==> src/rtl/bkpt_pkg.sv <==
package bkpt_pkg;

  // control register layout: link[10:7] kind[6:3] priv[2:1] en[0]
  typedef struct packed {
    logic [3:0] link;
    logic [3:0] kind;
    logic [1:0] priv;
    logic       en;
  } bkpt_ctrl_t;

  localparam int unsigned CTRL_W = $bits(bkpt_ctrl_t);

  localparam logic [3:0] KIND_ADDR     = 4'd0;
  localparam logic [3:0] KIND_ADDR_LNK = 4'd1;
  localparam logic [3:0] KIND_CTX1     = 4'd2;
  localparam logic [3:0] KIND_CTX2     = 4'd3;
  localparam logic [3:0] KIND_VMID     = 4'd4;
  localparam logic [3:0] KIND_CTX_VMID = 4'd5;

  // true for the kinds a linked address unit may point at
  function automatic logic is_ctx_kind(input logic [3:0] k);
    return (k >= KIND_CTX1) && (k <= KIND_CTX_VMID);
  endfunction

endpackage

==> src/rtl/bkpt_unit.sv <==
module bkpt_unit
  import bkpt_pkg::*;
#(
  parameter int unsigned IDX    = 0,
  parameter int unsigned VA_W   = 32,
  parameter int unsigned CTX_W  = 32,
  parameter int unsigned VMID_W = 16,
  localparam int unsigned VAL_W = CTX_W + VMID_W
) (
  input  logic              clk,
  input  logic              rst_n,
  input  logic              wr_en,
  input  logic              wr_sel,
  input  logic [3:0]        wr_idx,
  input  logic [VAL_W-1:0]  wr_data,
  input  logic [VA_W-1:0]   fetch_va,
  input  logic              fetch_priv,
  input  logic [CTX_W-1:0]  ctx_el1,
  input  logic [CTX_W-1:0]  ctx_el2,
  input  logic [VMID_W-1:0] vmid,
  output logic              en_o,
  output logic [3:0]        kind_o,
  output logic [3:0]        link_o,
  output logic              own_hit_o,
  output logic              lnk_addr_ok_o,
  output logic              ctx_ok_o
);

  logic [VAL_W-1:0] val_q;
  bkpt_ctrl_t       ctrl_q;
  logic             sel;

  assign sel = wr_en && (wr_idx == 4'(IDX));

  always_ff @(posedge clk or negedge rst_n) begin
    if (!rst_n) begin
      val_q  <= '0;
      ctrl_q <= '0;
    end else if (sel) begin
      if (wr_sel) ctrl_q <= bkpt_ctrl_t'(wr_data[CTRL_W-1:0]);
      else        val_q  <= wr_data;
    end
  end

  // word-aligned instruction address compare
  function automatic logic va_eq(input logic [VA_W-1:0] va, input logic [VAL_W-1:0] v);
    return va[VA_W-1:2] == v[VA_W-1:2];
  endfunction

  function automatic logic ctx_eq(input logic [CTX_W-1:0] c, input logic [VAL_W-1:0] v);
    return c == v[CTX_W-1:0];
  endfunction

  function automatic logic vmid_eq(input logic [VMID_W-1:0] m, input logic [VAL_W-1:0] v);
    return m == v[VAL_W-1:CTX_W];
  endfunction

  logic addr_m, c1_m, c2_m, vm_m, priv_ok;
  logic own_raw, ctx_raw;

  always_comb begin
    addr_m  = va_eq(fetch_va, val_q);
    c1_m    = ctx_eq(ctx_el1, val_q);
    c2_m    = ctx_eq(ctx_el2, val_q);
    vm_m    = vmid_eq(vmid, val_q);
    priv_ok = ctrl_q.priv[fetch_priv];
    ctx_raw = 1'b0;
    unique case (ctrl_q.kind)
      KIND_CTX1:     ctx_raw = c1_m;
      KIND_CTX2:     ctx_raw = c2_m;
      KIND_VMID:     ctx_raw = vm_m;
      KIND_CTX_VMID: ctx_raw = c1_m & vm_m;
      default:       ctx_raw = 1'b0;
    endcase
    own_raw = (ctrl_q.kind == KIND_ADDR) ? addr_m : ctx_raw;
  end

  assign en_o          = ctrl_q.en;
  assign kind_o        = ctrl_q.kind;
  assign link_o        = ctrl_q.link;
  assign own_hit_o     = ctrl_q.en & priv_ok & own_raw;
  assign ctx_ok_o      = ctrl_q.en & ctx_raw;
  assign lnk_addr_ok_o = ctrl_q.en & priv_ok & (ctrl_q.kind == KIND_ADDR_LNK) & addr_m;

  // codes outside the defined set never produce a unit match
  p_unused_kind_quiet_r11: assert property (@(posedge clk) disable iff (!rst_n)
    (ctrl_q.kind > KIND_CTX_VMID) |-> !(own_hit_o || ctx_ok_o || lnk_addr_ok_o));

  // a hit implies the privilege mask permits the current level
  p_priv_gate_r8: assert property (@(posedge clk) disable iff (!rst_n)
    (own_hit_o || lnk_addr_ok_o) |-> ctrl_q.priv[fetch_priv]);

endmodule

==> src/rtl/bkpt_link_res.sv <==
module bkpt_link_res #(
  parameter int unsigned NUM_UNITS = 4
) (
  input  logic [NUM_UNITS-1:0]      ctx_ok,
  input  logic [NUM_UNITS-1:0][3:0] link_num,
  output logic [NUM_UNITS-1:0]      link_ok
);

  // pad to the full link space; missing units read as no match
  logic [15:0] ctx_pad;
  assign ctx_pad = 16'(ctx_ok);

  for (genvar i = 0; i < NUM_UNITS; i++) begin : g_res
    assign link_ok[i] = ctx_pad[link_num[i]];
  end

endmodule

==> src/rtl/bkpt_hit_reg.sv <==
module bkpt_hit_reg #(
  parameter int unsigned NUM_UNITS = 4
) (
  input  logic                 clk,
  input  logic                 rst_n,
  input  logic                 vld,
  input  logic [NUM_UNITS-1:0] hit_d,
  output logic [NUM_UNITS-1:0] hit_q,
  output logic                 any_q
);

  always_ff @(posedge clk or negedge rst_n) begin
    if (!rst_n) begin
      hit_q <= '0;
      any_q <= 1'b0;
    end else begin
      hit_q <= vld ? hit_d : '0;
      any_q <= vld & (|hit_d);
    end
  end

endmodule

==> src/rtl/bkpt_cmp_array.sv <==
module bkpt_cmp_array
  import bkpt_pkg::*;
#(
  parameter int unsigned NUM_UNITS = 4,
  parameter int unsigned VA_W      = 32,
  parameter int unsigned CTX_W     = 32,
  parameter int unsigned VMID_W    = 16,
  localparam int unsigned VAL_W    = CTX_W + VMID_W
) (
  input  logic                 clk,
  input  logic                 rst_n,
  input  logic                 wr_en,
  input  logic                 wr_sel,
  input  logic [3:0]           wr_idx,
  input  logic [VAL_W-1:0]     wr_data,
  input  logic                 fetch_vld,
  input  logic [VA_W-1:0]      fetch_va,
  input  logic                 fetch_priv,
  input  logic [CTX_W-1:0]     ctx_el1,
  input  logic [CTX_W-1:0]     ctx_el2,
  input  logic [VMID_W-1:0]    vmid,
  output logic [NUM_UNITS-1:0] hit_vec_o,
  output logic                 any_hit_o,
  output logic [4:0]           num_units_o
);

  logic [NUM_UNITS-1:0]      en_vec, own_hit, lnk_addr_ok, ctx_ok, link_ok, hit_comb;
  logic [NUM_UNITS-1:0][3:0] kind_vec, link_vec;

  for (genvar i = 0; i < NUM_UNITS; i++) begin : g_unit
    bkpt_unit #(
      .IDX(i), .VA_W(VA_W), .CTX_W(CTX_W), .VMID_W(VMID_W)
    ) u_unit (
      .clk(clk), .rst_n(rst_n),
      .wr_en(wr_en), .wr_sel(wr_sel), .wr_idx(wr_idx), .wr_data(wr_data),
      .fetch_va(fetch_va), .fetch_priv(fetch_priv),
      .ctx_el1(ctx_el1), .ctx_el2(ctx_el2), .vmid(vmid),
      .en_o(en_vec[i]), .kind_o(kind_vec[i]), .link_o(link_vec[i]),
      .own_hit_o(own_hit[i]), .lnk_addr_ok_o(lnk_addr_ok[i]), .ctx_ok_o(ctx_ok[i])
    );
  end

  bkpt_link_res #(.NUM_UNITS(NUM_UNITS)) u_link (
    .ctx_ok(ctx_ok), .link_num(link_vec), .link_ok(link_ok)
  );

  assign hit_comb = own_hit | (lnk_addr_ok & link_ok);

  bkpt_hit_reg #(.NUM_UNITS(NUM_UNITS)) u_out (
    .clk(clk), .rst_n(rst_n), .vld(fetch_vld),
    .hit_d(hit_comb), .hit_q(hit_vec_o), .any_q(any_hit_o)
  );

  assign num_units_o = 5'(NUM_UNITS);

  // linked units whose target cannot ever satisfy them (observation only)
  logic [15:0][3:0]     kind_pad;
  logic [NUM_UNITS-1:0] bad_link;
  always_comb begin
    kind_pad = '0;
    for (int k = 0; k < NUM_UNITS; k++) kind_pad[k] = kind_vec[k];
    for (int k = 0; k < NUM_UNITS; k++)
      bad_link[k] = (kind_vec[k] == KIND_ADDR_LNK) &&
                    ((32'(link_vec[k]) >= NUM_UNITS) || !is_ctx_kind(kind_pad[link_vec[k]]));
  end

  // a registered hit needs the unit enabled in the fetch cycle
  p_hit_needs_en_r2: assert property (@(posedge clk) disable iff (!rst_n)
    (hit_vec_o & ~$past(en_vec)) == '0);

  // no hit without a valid fetch one cycle earlier
  p_hit_needs_vld_r9: assert property (@(posedge clk) disable iff (!rst_n)
    (|hit_vec_o) |-> $past(fetch_vld));

  // combined flag agrees with the vector
  p_any_agrees_r9: assert property (@(posedge clk) disable iff (!rst_n)
    any_hit_o == (|hit_vec_o));

  // a broken link never yields a hit
  p_bad_link_quiet_r7: assert property (@(posedge clk) disable iff (!rst_n)
    (hit_vec_o & $past(bad_link)) == '0);

  // writes aimed beyond the bank leave every enable untouched
  p_oob_write_r10: assert property (@(posedge clk) disable iff (!rst_n)
    (wr_en && (32'(wr_idx) >= NUM_UNITS)) |=> $stable(en_vec));

endmodule

==> config.mk <==
export PLATFORM = sky130hd
export DESIGN_NAME = bkpt_cmp_array
export DESIGN_NICKNAME = d
export VERILOG_FILES = /design/src/rtl/bkpt_pkg.sv /design/src/rtl/bkpt_unit.sv /design/src/rtl/bkpt_link_res.sv /design/src/rtl/bkpt_hit_reg.sv /design/src/rtl/bkpt_cmp_array.sv
export SDC_FILE = /design/constraint.sdc
export NUM_CORES = 1
export LEC_CHECK = 0
export ABC_CLOCK_PERIOD_IN_PS = 3250
export BUFFER_PORTS_ARGS = -buffer_cell sky130_fd_sc_hd__buf_4
export CORE_ASPECT_RATIO = 0.75
export CORE_MARGIN = 10
export CORE_UTILIZATION = 35
export DETAILED_ROUTE_END_ITERATION = 8
export GPL_TIMING_DRIVEN = 0
export MAX_ROUTING_LAYER = met4
export SYNTH_ARGS = -nofsm -noshare
export SYNTH_HDL_FRONTEND = slang
export SYNTH_SLANG_ARGS = --single-unit
export TNS_END_PERCENT = 30
==> constraint.sdc <==
create_clock -name clk -period 3.25 [get_ports clk]
set_clock_uncertainty 0.2 [all_clocks]
set_input_delay 0.325 -clock clk [delete_from_list [all_inputs] [get_ports clk]]
set_output_delay 0.325 -clock clk [all_outputs]
set_load 0.01 [all_outputs]
Word-level counts from Yosys, hierarchy flattened --
Cells that the tools add are included.
Cells by class: $lt $le $gt $ge 5, equality and inequality tests 39, mux-type cells 25, bitwise gates (word level) 28, reductions and logical operators 18
Operators with widths (number):
- $eq A32 B32 Y1 | 8
- $eq A30 B30 Y1 | 4
- $eq A16 B16 Y1 | 4
- $eq A4 B2 Y1 const B | 10
- $eq A4 B3 Y1 const B | 8
- $and A1 B1 Y1 | 25
- $eq A4 B1 Y1 const B | 5
- $logic_not A4 Y1 | 5
- $lt A4 B5 Y1 const B | 4
- $bmux W1 S4 | 4
- $mux W1 | 16
- $pmux W1 S4 | 4
- $reduce_and A2 Y1 | 8
- $and A4 B4 Y4 | 1
- $logic_and A1 B1 Y1 | 4
- $mux W4 | 1
- $or A4 B4 Y4 | 1
- $reduce_or A4 Y1 | 1
- $lt A1 B2 Y1 const B | 1
- $not A1 Y1 | 1
Word-level totals: flip-flop bits (word level) 241, input bits 170, logic and storage cells 137

Longest topological paths before layout --
Gate-level depths: netlist (run 1).
word-level depth 10, depth in mapped cells 11, mapped depth without buffers 10

By module --
Synthesis (run 1) repeated with hierarchy kept, for this count alone.
Second synthesis, totals: cells, all modules 1237, area, all modules 14646.5 um2
By module, submodules not included:
- bkpt_unit (g_unit[1].u_unit ...) | instances 2, cells an instance 302, area an instance 3574.7 um2, seq. area each 1476.4 um2
- bkpt_unit (g_unit[0].u_unit) | instances 1, cells an instance 302, area an instance 3570.9 um2, seq. area each 1476.4 um2
- bkpt_unit (g_unit[3].u_unit) | instances 1, cells an instance 302, area an instance 3568.4 um2, seq. area each 1476.4 um2
- bkpt_hit_reg | instances 1, cells an instance 10, area an instance 162.7 um2, seq. area each 125.1 um2
- bkpt_link_res | instances 1, cells an instance 8, area an instance 120.1 um2, seq. area each 0.0 um2
- bkpt_cmp_array | instances 1, cells an instance 11, area an instance 75.1 um2, seq. area each 0.0 um2

Worst setup path before layout (run 1) --
OpenSTA, ideal clock, no wires.
kind register to register, start point register g_unit[3].u_unit.val_q[17], end point register u_out.any_q, setup time 0.067 ns, data arrival time 2.352 ns, required time 2.983 ns, path slack 0.631 ns, stages on the path, launching flop included 11, path buffers 0, period minus slack after synthesis 2.619 ns, path through dfrtp_1 > xor2_1 > nor4_1 > nand2_1 > or4_4 > o32ai_2 > nor2_1 > and4b_1 > o31ai_1 > a21oi_1 > o41a_1
Between the ends: cells in the longest elaborated chain, start to end 10, elaborated cells on any way between the ends 21, those cells by class eq/ne (3); mux (10); bitwise (7); reduce/logical (1)
RTL lines:
- start, declared | RTL line bkpt_unit.sv:29 | logic [VAL_W-1:0] val_q;
- start signal, assigned | RTL line bkpt_unit.sv:41 | else val_q <= wr_data;
- $eq A32 B32 Y1 | RTL line bkpt_unit.sv:51 | return c == v[CTX_W-1:0];
- $and A1 B1 Y1 | RTL line bkpt_unit.sv:72 | KIND_CTX_VMID: ctx_raw = c1_m & vm_m;
- $pmux W1 S4 | RTL line bkpt_unit.sv:68 | unique case (ctrl_q.kind)
- $and A1 B1 Y1 | RTL line bkpt_unit.sv:82 | assign ctx_ok_o = ctrl_q.en & ctx_raw;
- $bmux W1 S4 | RTL line bkpt_link_res.sv:14 | assign link_ok[i] = ctx_pad[link_num[i]];
- $mux W1 (implied by the code) | RTL line bkpt_link_res.sv:14
- $and A4 B4 Y4 | RTL line bkpt_cmp_array.sv:47 | assign hit_comb = own_hit | (lnk_addr_ok & link_ok);
- $or A4 B4 Y4 (*) | RTL line bkpt_cmp_array.sv:47
- $reduce_or A4 Y1 (*) | RTL line bkpt_hit_reg.sv:18 | any_q <= vld & (|hit_d);
- $and A1 B1 Y1 (*) | RTL line bkpt_hit_reg.sv:18
- end signal, assigned | RTL line bkpt_hit_reg.sv:18
- end, declared | RTL line bkpt_hit_reg.sv:9 | output logic any_q
Every way passes the cells marked *; elsewhere a longest branch is shown, timed or not. The select of a mux whose other input is x is not followed. A chain may end at the register's enable or synchronous reset.

Final worst setup path (run 1) --
start point input wr_idx[0], end point register g_unit[1].u_unit.val_q[1]
Between the ends: cells in the longest elaborated chain, start to end 3
RTL lines:
- start, declared | RTL line bkpt_cmp_array.sv:14 | input logic [3:0] wr_idx,
- $eq A4 B1 Y1 | RTL line bkpt_unit.sv:33 | assign sel = wr_en && (wr_idx == 4'(IDX));
- $logic_and A1 B1 Y1 | RTL line bkpt_unit.sv:33
- $reduce_and A2 Y1 (no source line)
- end signal, assigned | RTL line bkpt_unit.sv:41
- end, declared | RTL line bkpt_unit.sv:29
Every way passes these cells.

==> qor.yml, run 1 <==
outcome:
  run_status: "finished with violations"
  violations: "negative setup slack"
synthesis:
  post_synth_xor_area_fraction_pct: 26.5
  primary_ff_master_synth: "sky130_fd_sc_hd__dfrtp_1"
  ys_ff_latch: 241
  post_synth_fa_ha_maj_area_fraction_pct: 0
  synthMostInstantiatedCell: "sky130_fd_sc_hd__xnor2_1"
  synth_top_cell_by_area: "sky130_fd_sc_hd__dfrtp_1"
  synth-edff-count: 0
  syn-mean-instance-area_sq_um: 11.3
  async_flop_share_pct: 100
  ys_top_cells_by_count: "sky130_fd_sc_hd__xnor2_1, sky130_fd_sc_hd__dfrtp_1, sky130_fd_sc_hd__mux2_2"
  synth_warnings: 0
  area_of_the_mapped_netlist_sq_um: 14500
  synth_top_area_share_pct: 41.5
  synthCells: 1282
  synthTopCellsByArea: "sky130_fd_sc_hd__dfrtp_1, sky130_fd_sc_hd__xnor2_1, sky130_fd_sc_hd__mux2_2, sky130_fd_sc_hd__xor2_1, sky130_fd_sc_hd__nand4_1"
  post_synth_and_or_nand_nor_area_fraction_pct: 9.32
  synth_sequential_area_ratio_pct: 41.5
  ys_types: 37
  synth_top_family_by_area: "XOR/XNOR gates"
  multiplexer_share_of_the_synthesized_area_pct: 18.4
  synth_compound_gate_area_share_pct: 1.93
grt:
  met2_usage_pct: 34.5
  grt_first_pass_wirelength_um: 85600
  globalRouteOverflowTotal: 0
  grtUsageMet3_pct: 5.05
  grt_most_used_layer: "met1"
  antenna_found_initial: 3
  number_of_global_route_vias_before_repair: 11400
  met1_usage_pct: 35.3
  grt_use_total_pct: 24.3
  largest_net_degree_at_the_start_of_global_routing: 118
setup_path:
  timing.critical_path.max_delay_family: "buffers and inverters"
  criticalPathCategory: "input pin to flop"
  path_common_cell: "sky130_fd_sc_hd__clkbuf_1"
  cp_cell_sequence: "dlygate4sd3_1 -> buf_4 -> nor2b_1 -> nand2_1 -> clkbuf_1 -> clkbuf_1 -> mux2_2"
  worst_path_max_delay_cell: "sky130_fd_sc_hd__clkbuf_1"
  worst_setup_path_start_kind: "input pin"
  crit_arrival_ps: 3590
  end_kind: "flop"
  number_of_buffer_and_inverter_stages_on_the_critical_path: 4
  critical_path.max_stage_delay_ps: 860
  critPathRequiredTime_ps: 3510
  critical_path_fanout_max: 10
final_layout:
  final_area_sq_um: 18000
  final_layout_size_suffix_gt1_share_pct: 30.0
  seq_area_sq_um: 6030
  layout_nets: 1665
  multi_input_gate_area_in_the_final_layout_sq_um: 8500
  area_growth_syn_to_layout_pct: 23.9
  nFillCells: 3858
clocking:
  clock_path_buffers: 3
  cts_tree: "built"
  cts.htree.levels: 1
  cts_root_buffer: "sky130_fd_sc_hd__clkbuf_16"
  clk_pin_slew_worst_paths_ps: 60
  numCtsBuffers: 27
  cts_num_sinks: 241
  clk_latency_ps: 580
min_path:
  timing.hold.worst.class: "input pin to async pin"
placed_design:
  post_dp_cell_area_sq_um: 16200
  place_hpwl_um: 49600
  buffer_ports.inserted: 123
  gp_routability_congestion: 1.01
power_and_ir_drop:
  power_density_nw_per_um2: 592
  max-vdd-ir-drop_v: 0.000373
  p_leak_nw: 7.28
timing:
  grt_setup_unrepaired: "true"
  setup_total_negative_slack_ps: -907
  relSlewSlack_pct: 22.1
  finalMaxSlewViolations: 0
  fin_crit_period_ps: 3330
  number_of_hold_violations_in_the_final_report: 0
  layout_setup_ws_ps: -84.6
  fmaxAchievable_mhz: 300
  worstMarginPinSlew_ps: 1170
  final-setup-viol-count: 14
  post-route-period-util_pct: 103
floorplan:
  fp.dieH_um: 197
  placement_rows: 64
  die_w_um: 255
  io_pins: 180
  design.die.area_sq_um: 50200
  floorplan.initialDensity_pct: 35.5
  core_region_area_sq_um: 40900
detailed_routing:
  routed_wl_um: 60700
  vias: 11200
  drc: 0
  final_antenna_net_count: 0
  detailedRoute.firstPassIterationCount: 7
  route.detailed.vias_per_inst: 5.39
  drc_violation_total_after_the_first_tritonroute_iteration: 1172
  avgRoutedWirePerCell_um: 29.2
run:
  max-cap-violations: 0
-- through the flow --
| stage | total power, W | std cells | hold slack (ps) | worst slack (ps) | util [%] |
|---|---|---|---|---|---|
| after global placement | 0.00722 | 1969 | 282 | -835 | 39.5 |
| after detailed placement | 0.00725 | 1971 | 14.4 | -821 | 39.7 |
| after CTS | 0.0106 | 2072 | 1.88 | 22.1 | 43.7 |
| final | 0.0107 | 2078 | 15.1 | -84.6 | 44.0 |
| after global routing | 0.0111 | 2078 | 17.0 | -158 | 44.0 |
| after floorplan | 0.00591 | 1285 | -171 | 631 | - |
-- sequential cells by signal (all words and copies together) (netlist names) --
name	flops
g_unit.u_unit.en_o	4
g_unit.u_unit.kind_o	16
u_out.any_q	1
g_unit.u_unit.val_q	192
g_unit.u_unit.ctrl_q	8
g_unit.u_unit.link_o	16
u_out.hit_q	4
-- power by group --
part           switching (W)  leakage (nW)  internal [W]
Combinational        0.00155          3.75       0.00147
Sequential          0.000882          3.08       0.00357
Clock                0.00133         0.448       0.00186
Total                0.00376          7.28       0.00691
-- cells by family (layout without fill, tap and decap cells) --
| group | after synthesis | count (layout) |
|---|---|---|
| AOI/OAI and AO/OA | 43 | 43 |
| DFF | 241 | 241 |
| xor gates and xnor gates | 440 | 440 |
| other | 2 | 8 |
| muxes | 238 | 238 |
| buffers and inverters | 84 | 313 |
| and+or+nand+nor | 234 | 234 |
-- placed cells by master, fill, tap and decap left out, types with 17 or more instances in the layout --
master,synthesis,final
sky130_fd_sc_hd__buf_4,5,131
sky130_fd_sc_hd__clkbuf_1,66,71
sky130_fd_sc_hd__clkbuf_16,0,27
sky130_fd_sc_hd__dfrtp_1,241,238
sky130_fd_sc_hd__dlygate4sd3_1,0,52
sky130_fd_sc_hd__mux2_2,238,238
sky130_fd_sc_hd__nand2_1,27,27
sky130_fd_sc_hd__nand4_1,89,89
sky130_fd_sc_hd__nor2_1,17,17
sky130_fd_sc_hd__nor3_1,18,17
sky130_fd_sc_hd__nor4_1,40,30
sky130_fd_sc_hd__xnor2_1,332,315
sky130_fd_sc_hd__xor2_1,108,108
-- per-layer routing --
metal	vias to the layer above	wire (um)
met2	470	25500
li1	4896	-
met4	0	995
met5	-	0
met1	5771	29400
met3	61	4830
-- final cells by class --
type | instances | area share, %
sequential | 241 | 33.5
multi-input combinational | 960 | 47.1
inverter | 5 | 0.104
tap | 561 | 3.90
clock buffer | 36 | 4.16
antenna | 3 | 0.0417
buffer | 79 | 1.75
timing repair buffer | 181 | 8.53
clock inverter | 12 | 0.889
-- timing repair --
action	in CTS	in global routing
hold buffers	52	0
endpoints found under the hold margin	482	0
gates resized for setup	28	23
pin swaps	8	16
setup endpoints to repair	5	15
buffers inserted	1	3
-- worst paths after layout --
kind	start	endpoint	slack, ps	cells past startpoint
max	wr_idx[0]	g_unit[1].u_unit.val_q[1]	-80	7
min	rst_n	g_unit[2].u_unit.val_q[23]	20	2
max reg2reg	g_unit[3].u_unit.val_q[6]	u_out.any_q	-50	10
min reg2reg	g_unit[2].u_unit.ctrl_q[2]	g_unit[2].u_unit.ctrl_q[2]	310	1
max in group asynchronous	rst_n	g_unit[3].u_unit.val_q[41]	1920	3
min in group clk	wr_idx[2]	g_unit[2].u_unit.link_o[3]	20	4
Power figures use the tool's default switching activity.
==> run 2, diff against run 1 <==
Settings changed: ABC_CLOCK_PERIOD_IN_PS 3250 to 3300, CORE_MARGIN 10 to 2.
Clock period 3.25 ns to 3.3 ns, I/O delays scaled along.
==> run 2 against run 1 <==
Net effect:
- combinational power shrank 5%
- clock power rose by 2%
- wire length is 5.5% lower
- worst hold slack got worse by 20 ps
- cell area is 0.38% lower
- critical endpoint is now u_out.any_q
- the run ends with negative hold slack left
- core utilization decreased by 0.17 points
- final cell count shrank 0.19%
- via count is 0.12% lower
==> qor.yml, run 2 (same netlist as run 1, synthesis figures left out) <==
timing:
  fin_crit_period_ps: 3230
  worstMarginPinSlew_ps: 1160  # was 1170 ps
  hold-worst-slack_ps: -4.41  # was 15.1 ps
  number_of_hold_violations_in_the_final_report: 1  # was 0
  relSlewSlack_pct: 22.8  # was 22.1%
  grt_setup_unrepaired: "false"  # was true
  fmaxAchievable_mhz: 310
  finalMaxSlewViolations: 0  # unchanged
  post-route-period-util_pct: 97.8
  final-setup-viol-count: 0  # was 14
placed_design:
  post-place-cells: 1971  # unchanged
  gp_routability_congestion: 1.04  # was 1.01
  place_hpwl_um: 46900  # was 49,600 um
  post_dp_cell_area_sq_um: 16200  # unchanged
  buffer_ports.inserted: 123  # unchanged
outcome:
  run_status: "finished with violations"  # unchanged
  violations: "negative hold slack"  # was negative setup slack
clocking:
  clk_pin_slew_worst_paths_ps: 70  # was 60 ps
  numCtsBuffers: 26  # was 27
  cts_tree: "built"  # unchanged
  cts_root_buffer: "sky130_fd_sc_hd__clkbuf_16"  # unchanged
  clk_latency_ps: 580  # about the same
  clock_path_buffers: 3  # unchanged
  postCtsSetupRepairBufs: 0  # was 1
  cts_num_sinks: 241  # unchanged
  cts.htree.levels: 1  # unchanged
setup_path:
  cp_cell_sequence: "xnor2_1 -> nand4_1 -> nor4_2 -> nand2_1 -> o21ai_0 -> o211ai_1 -> a21oi_1 -> o311ai_1 -> a21oi_1 -> o41a_1"  # was dlygate4sd3_1 -> buf_4 -> nor2b_1 -> nand2_1 -> clkbuf_1 -> clkbuf_1 -> mux2_2
  critical_path_fanout_max: 4  # was 10
  cp.depth: 10  # was 7
  worst_setup_path_start_kind: "flop"  # was input pin
  critical_path.max_stage_delay_ps: 500  # was 860 ps
  worst_path_max_delay_cell: "sky130_fd_sc_hd__nor4_2"  # was sky130_fd_sc_hd__clkbuf_1
  criticalPathCategory: "flop to flop"  # was input pin to flop
  worstRegToRegCells: 10  # unchanged
  crit_arrival_ps: 3540  # was 3590 ps
  number_of_buffer_and_inverter_stages_on_the_critical_path: 0  # was 4
  regToRegStartpoint: "g_unit[1].u_unit.val_q[23]"  # was g_unit[3].u_unit.val_q[6]
  timing.critical_path.max_delay_family: "compound AO/OA/AOI/OAI gates"  # was buffers and inverters
  critPathRequiredTime_ps: 3610  # was 3510 ps
  setup.reg_to_reg.worst_slack_ps: 70  # was -50 ps
  worst_r2r_endpoint: "u_out.any_q"  # unchanged
  worst_setup_path_startpoint: "g_unit[1].u_unit.val_q[23]"  # was wr_idx[0]
  path_common_cell: "sky130_fd_sc_hd__a21oi_1"  # was sky130_fd_sc_hd__clkbuf_1
  end_kind: "flop"  # unchanged
floorplan:
  floorplan.initialDensity_pct: 35.5  # unchanged
  io_pins: 180  # unchanged
  placement_rows: 64  # unchanged
  design.die.area_sq_um: 43200  # was 50,200 sq um
  core_region_area_sq_um: 40900  # unchanged
  fp.dieH_um: 181  # was 197 um
  die_w_um: 239  # was 255 um
grt:
  number_of_global_route_vias_before_repair: 11200  # was 11,400
  globalRouteOverflowTotal: 0  # unchanged
  largest_net_degree_at_the_start_of_global_routing: 120  # was 118
  antenna_found_initial: 4  # was 3
  grt_first_pass_wirelength_um: 82100  # was 85,600 um
  grt_use_total_pct: 27.5  # was 24.3%
detailed_routing:
  avgRoutedWirePerCell_um: 27.6  # was 29.2 um
  detailedRoute.firstPassIterationCount: 5  # was 7
  vias: 11200  # about the same
  drc_violation_total_after_the_first_tritonroute_iteration: 1086  # was 1,172
  routed_wl_um: 57300  # was 60,700 um
  final_antenna_net_count: 0  # unchanged
  drc: 0  # unchanged
  route.detailed.vias_per_inst: 5.39  # about the same
min_path:
  timing.hold.worst.class: "input pin to flop"  # was input pin to async pin
  worstHoldStart: "wr_idx[1]"
  holdPathStages: 4
  worstHoldEndpoint: "g_unit[0].u_unit.link_o[3]"
final_layout:
  commonest_cells_after_routing_fill_and_taps_aside: "sky130_fd_sc_hd__xnor2_1, sky130_fd_sc_hd__dfrtp_1, sky130_fd_sc_hd__mux2_2"  # was sky130_fd_sc_hd__xnor2_1, sky130_fd_sc_hd__mux2_2, sky130_fd_sc_hd__dfrtp_1
  final_area_sq_um: 18000  # about the same
  final_layout_size_suffix_gt1_share_pct: 29.2  # was 30.0%
  layout_nets: 1660  # was 1,665
  final_common_cell: "sky130_fd_sc_hd__xnor2_1"  # unchanged
  largest_reg_flops: 192  # unchanged
  layout.cells.non_filler: 2074  # was 2,078
  nFillCells: 3906  # was 3,858
  area_growth_syn_to_layout_pct: 23.4  # was 23.9%
  max_flop_register: "g_unit.u_unit.val_q"  # unchanged
power_and_ir_drop:
  max-vdd-ir-drop_v: 0.000375  # was 0.000373 V
  p_leak_nw: 7.23  # was 7.28 nW
  power_density_nw_per_um2: 586  # was 592 nW/um^2
run:
  max-cap-violations: 0  # unchanged
-- run 2: cell count changes in the layout (fill, tap and decap cells not counted), sizes merged --
cell / before / now
buf: 142 / 138
bufinv: 3 / 6
clkbuf: 102 / 95
clkinvlp: 1 / 4
diode: 3 / 4
dlygate4sd3: 52 / 53
inv: 6 / 5
-- run 2: metrics by stage --
step | setup TNS [ps] | hold WS (ps) | util (%) | total power, W | setup WS, ps
2_1_floorplan | 0 | -166 | - | 0.00582 | 681
3_3_place_gp | -40670 | 283 | 39.5 | 0.00705 | -809
3_5_place_dp | -2940 | 48.6 | 39.7 | 0.00710 | -694
4_1_cts | 0 | 1.40 | 43.6 | 0.0105 | 3.20
5_1_grt | 0 | 3.71 | 43.9 | 0.0109 | 11.2
6_report | 0 | -4.41 | 43.9 | 0.0105 | 71.8
-- run 2: layer usage --
metal	share of wire, %	global-route usage [%]	up-vias	wire length [um]
met5	0	-	-	0
li1	-	-	4874	-
met1	48	41.0	5813	27700
met2	43	39.8	428	24400
met3	7.1	4.01	70	4070
met4	2.0	5.05	0	1160
-- run 2: area by class of cell --
cell class / count / area, sq um / area share, %
antenna: 4 / 10.0 / 0.0558
buffer: 78 / 312 / 1.74
clock buffer: 30 / 676 / 3.76
clock inverter: 17 / 270 / 1.51
inverter: 5 / 18.8 / 0.105
multi-input combinational: 960 / 8410 / 46.9
sequential: 241 / 6030 / 33.6
tap: 561 / 702 / 3.91
timing repair buffer: 178 / 1520 / 8.45
-- run 2: worst reg2reg max path, cell delays in order (launching register included) --
cell	delay, ps
sky130_fd_sc_hd__dfrtp_1	470
sky130_fd_sc_hd__xnor2_1	410
sky130_fd_sc_hd__nand4_1	240
sky130_fd_sc_hd__nor4_2	500
sky130_fd_sc_hd__nand2_1	170
sky130_fd_sc_hd__o21ai_0	360
sky130_fd_sc_hd__o211ai_1	130
sky130_fd_sc_hd__a21oi_1	150
sky130_fd_sc_hd__o311ai_1	110
sky130_fd_sc_hd__a21oi_1	260
sky130_fd_sc_hd__o41a_1	160
-- run 2: timing repair --
action	in CTS	in global routing
hold buffers	53	0
setup endpoints to repair	5	25
gates resized for setup	18	17
endpoints found under the hold margin	482	0
pin swaps	2	8
-- run 2: worst max-delay path by stage --
stage	to
2_1_floorplan	u_out.any_q
3_3_place_gp	u_out.any_q
3_5_place_dp	u_out.any_q
4_1_cts	g_unit[1].u_unit.val_q[0]
5_1_grt	u_out.any_q
6_report	u_out.any_q
-- run 2: where the power goes --
part	switching, W	leakage, nW	internal [W]
registers	0.000890	3.08	0.00352
logic	0.00144	3.70	0.00143
clock network	0.00130	0.451	0.00195
==> run 3, diff against run 2 <==
Settings changed: ABC_AREA set to 1.
==> run 3 against run 2 <==
Net effect:
- the run now ends clean
- sequential power is 3% lower
- sequential share of layout area is 2.2 points lower
- clock power hardly changed
- critical path depth stayed put
- largest power group unchanged
- worst setup slack better by 120 ps
- highest routed layer unchanged
- cell area is 7.1% higher
==> qor.yml, run 3 <==
timing:
  grt_setup_unrepaired: "false"  # unchanged
  worstMarginPinSlew_ps: 991  # was 1160 ps
  setup_total_negative_slack_ps: 0  # unchanged
  fmaxAchievable_mhz: 322  # was 310 MHz
  number_of_hold_violations_in_the_final_report: 0  # was 1
  finalMaxSlewViolations: 0  # unchanged
  post-route-period-util_pct: 94.1  # was 97.8%
  relSlewSlack_pct: 33.9  # was 22.8%
  final-setup-viol-count: 0  # unchanged
  fin_crit_period_ps: 3110  # was 3230 ps
placed_design:
  place_hpwl_um: 57200  # was 46,900 um
  post_dp_cell_area_sq_um: 17800  # was 16,200 sq um
  gp_routability_congestion: 1.06  # was 1.04
  post-place-cells: 3021  # was 1,971
  buffer_ports.inserted: 140  # was 123
floorplan:
  io_pins: 180  # unchanged
  core_region_area_sq_um: 44800  # was 40,900 sq um
  placement_rows: 67  # was 64
  fp.dieH_um: 189  # was 181 um
  floorplan.initialDensity_pct: 35.6  # was 35.5%
  design.die.area_sq_um: 47400  # was 43,200 sq um
  die_w_um: 251  # was 239 um
final_layout:
  largest_reg_flops: 192  # unchanged
  area_growth_syn_to_layout_pct: 20.4  # was 23.4%
  seq_area_sq_um: 6030  # about the same
  nFillCells: 4631  # was 3,906
  max_flop_register: "g_unit.u_unit.val_q"  # unchanged
  commonest_cells_after_routing_fill_and_taps_aside: "sky130_fd_sc_hd__nand2_1, sky130_fd_sc_hd__o21ai_0, sky130_fd_sc_hd__dfrtp_1"  # was sky130_fd_sc_hd__xnor2_1, sky130_fd_sc_hd__dfrtp_1, sky130_fd_sc_hd__mux2_2
  layout_nets: 2678  # was 1,660
  multi_input_gate_area_in_the_final_layout_sq_um: 8440  # was 8410 sq um
  layout.cells.non_filler: 3114  # was 2,074
  final_area_sq_um: 19200  # was 18,000 sq um
  final_layout_size_suffix_gt1_share_pct: 11.9  # was 29.2%
  final_common_cell: "sky130_fd_sc_hd__nand2_1"  # was sky130_fd_sc_hd__xnor2_1
power_and_ir_drop:
  p_leak_nw: 9.26  # was 7.23 nW
  power_density_nw_per_um2: 547  # was 586 nW/um^2
  max-vdd-ir-drop_v: 0.000355  # was 0.000375 V
clocking:
  cts_tree: "built"  # unchanged
  clock_path_buffers: 3  # unchanged
  cts_num_sinks: 241  # unchanged
  cts.htree.levels: 1  # unchanged
  postCtsSetupRepairBufs: 0  # unchanged
  clk_latency_ps: 590  # was 580 ps
  cts_root_buffer: "sky130_fd_sc_hd__clkbuf_16"  # unchanged
  holdBufCountCts: 45  # was 53
  clk_pin_slew_worst_paths_ps: 60  # was 70 ps
  numCtsBuffers: 26  # unchanged
  cts_resized: 0  # was 18
min_path:
  holdPathStages: 3  # was 4
  timing.hold.worst.class: "input pin to flop"  # unchanged
  worstHoldEndpoint: "g_unit[2].u_unit.val_q[0]"  # was g_unit[0].u_unit.link_o[3]
  worstHoldStart: "wr_data[0]"  # was wr_idx[1]
run:
  max-cap-violations: 0  # unchanged
setup_path:
  worstRegToRegCells: 10  # unchanged
  worst_setup_path_startpoint: "g_unit[3].u_unit.val_q[21]"  # was g_unit[1].u_unit.val_q[23]
  cp_cell_sequence: "xor2_1 -> nor3_1 -> nand2_1 -> nor2_1 -> nand4_1 -> nor4_1 -> nand3_1 -> nand2_1 -> nor2_1 -> a21oi_2"  # was xnor2_1 -> nand4_1 -> nor4_2 -> nand2_1 -> o21ai_0 -> o211ai_1 -> a21oi_1 -> o311ai_1 -> a21oi_1 -> o41a_1
  number_of_buffer_and_inverter_stages_on_the_critical_path: 0  # unchanged
  worst_path_max_delay_cell: "sky130_fd_sc_hd__nor3_1"  # was sky130_fd_sc_hd__nor4_2
  end_kind: "flop"  # unchanged
  critPathRequiredTime_ps: 3600  # was 3610 ps
  worst_setup_path_start_kind: "flop"  # unchanged
  worst_r2r_endpoint: "u_out.any_q"  # unchanged
  timing.critical_path.max_delay_family: "simple AND/OR/NAND/NOR gates"  # was compound AO/OA/AOI/OAI gates
  setup.reg_to_reg.worst_slack_ps: 190  # was 70 ps
  regToRegStartpoint: "g_unit[3].u_unit.val_q[21]"  # was g_unit[1].u_unit.val_q[23]
  criticalPathCategory: "flop to flop"  # unchanged
  crit_arrival_ps: 3400  # was 3540 ps
  critical_path.max_stage_delay_ps: 500  # about the same
  critical_path_fanout_max: 5  # was 4
detailed_routing:
  routed_wl_um: 70400  # was 57,300 um
  vias: 16000  # was 11,200
  detailedRoute.firstPassIterationCount: 6  # was 5
  final_antenna_net_count: 0  # unchanged
  avgRoutedWirePerCell_um: 22.6  # was 27.6 um
  drc_violation_total_after_the_first_tritonroute_iteration: 1623  # was 1,086
  drc: 0  # unchanged
  route.detailed.vias_per_inst: 5.15  # was 5.39
synthesis:
  area_of_the_mapped_netlist_sq_um: 16000  # was 14,500 sq um
  synthMostInstantiatedCell: "sky130_fd_sc_hd__nand2_1"  # was sky130_fd_sc_hd__xnor2_1
  syn-mean-instance-area_sq_um: 6.98  # was 11.3 sq um
  synth_top_cell_by_area: "sky130_fd_sc_hd__dfrtp_1"  # unchanged
  ys_ff_latch: 241  # unchanged
  ys_top_cells_by_count: "sky130_fd_sc_hd__nand2_1, sky130_fd_sc_hd__o21ai_0, sky130_fd_sc_hd__dfrtp_1"  # was sky130_fd_sc_hd__xnor2_1, sky130_fd_sc_hd__dfrtp_1, sky130_fd_sc_hd__mux2_2
  synth_sequential_area_ratio_pct: 37.8  # was 41.5%
  primary_ff_master_synth: "sky130_fd_sc_hd__dfrtp_1"  # unchanged
  synthCells: 2290  # was 1,282
  synth_warnings: 0  # unchanged
  ys_types: 37  # unchanged
  async_flop_share_pct: 100  # unchanged
  synthTopCellsByArea: "sky130_fd_sc_hd__dfrtp_1, sky130_fd_sc_hd__nand2_1, sky130_fd_sc_hd__xnor2_1, sky130_fd_sc_hd__o21ai_0, sky130_fd_sc_hd__inv_1"  # was sky130_fd_sc_hd__dfrtp_1, sky130_fd_sc_hd__xnor2_1, sky130_fd_sc_hd__mux2_2, sky130_fd_sc_hd__xor2_1, sky130_fd_sc_hd__nand4_1
  synth_top_area_share_pct: 37.8  # was 41.5%
  synth-edff-count: 0  # unchanged
outcome:
  run_status: "finished clean"  # was finished with violations
grt:
  grt_use_total_pct: 30.4  # was 27.5%
  antenna_found_initial: 1  # was 4
  number_of_global_route_vias_before_repair: 15300  # was 11,200
  largest_net_degree_at_the_start_of_global_routing: 120  # unchanged
  globalRouteOverflowTotal: 0  # unchanged
  grt_first_pass_wirelength_um: 102000  # was 82,100 um
-- run 3: cell count changes after synthesis, moves of 21 or more --
cell	change
sky130_fd_sc_hd__clkbuf_1	-26
sky130_fd_sc_hd__inv_1	+218
sky130_fd_sc_hd__inv_2	+37
sky130_fd_sc_hd__mux2_2	-238
sky130_fd_sc_hd__nand2_1	+765
sky130_fd_sc_hd__nand3_1	+41
sky130_fd_sc_hd__nand4_1	-21
sky130_fd_sc_hd__nor2_1	+132
sky130_fd_sc_hd__nor3_1	+25
sky130_fd_sc_hd__nor4_1	-30
sky130_fd_sc_hd__o21ai_0	+238
sky130_fd_sc_hd__xnor2_1	-182
-- run 3: worst max-delay path by stage --
stage | endpoint | slack, ps | cells past startpoint
after floorplan | u_out.any_q | 1430 | 16
after global placement | g_unit[0].u_unit.val_q[37] | -280 | 1
after detailed placement | g_unit[1].u_unit.val_q[38] | 350 | 8
after CTS | u_out.any_q | 310 | 11
after global routing | u_out.any_q | 80 | 15
final | u_out.any_q | 190 | 10
-- run 3: power breakdown --
part           total [W]  leakage (nW)  internal [W]  switching [W]
clock            0.00325         0.462       0.00191        0.00134
combinational    0.00299          5.66       0.00118        0.00180
sequential       0.00428          3.13       0.00349       0.000789
-- run 3: worst reg2reg max path, delay by kind of cell (launching register included) --
kind	cells	cell delay [ps]
compound gates	1	120
xor+xnor	1	200
flops	1	480
simple gates	8	2040
-- run 3: cells by family (layout without fill, tap and decap cells) --
kind of cell / after synthesis / count (layout) / share of synthesized area [%]
and+or+nand+nor: 1162 / 1162 / 30.2
buffers and inverters: 359 / 593 / 9.47
DFF: 241 / 241 / 37.8
xor gates and xnor gates: 244 / 244 / 13.4
AOI/OAI and AO/OA: 282 / 282 / 9.13
other: 2 / 6 / 0.0470
-- run 3: stage by stage --
| step | total power (W) | utilization (%) | hold slack, ps | setup slack, ps |
|---|---|---|---|---|
| after floorplan | 0.00588 | - | -166 | 1430 |
| after global placement | 0.00712 | 39.6 | 260 | -276 |
| after detailed placement | 0.00718 | 39.8 | 68.0 | 346 |
| after CTS | 0.0105 | 42.9 | 4.60 | 314 |
| after global routing | 0.0111 | 42.9 | 33.4 | 82.4 |
| final | 0.0105 | 42.9 | 31.4 | 194 |
-- run 3: layout make-up --
| class | instances | area share, % |
|---|---|---|
| Antenna cell | 1 | 0.0130 |
| Buffer | 85 | 2.52 |
| Clock buffer | 30 | 3.62 |
| Clock inverter | 17 | 1.29 |
| Inverter | 274 | 5.35 |
| Multi-Input combinational cell | 1693 | 43.9 |
| Sequential cell | 241 | 31.4 |
| Tap cell | 586 | 3.81 |
| Timing Repair Buffer | 187 | 8.13 |
-- run 3: per-layer routing --
| layer | up-vias | global-route usage, % | wire, um |
|---|---|---|---|
| met1 | 7767 | 43.6 | 33400 |
| met5 | - | - | 0 |
| met2 | 606 | 43.1 | 28900 |
| met3 | 84 | 7.95 | 6630 |
| met4 | 0 | 5.73 | 1460 |
| li1 | 7578 | - | - |
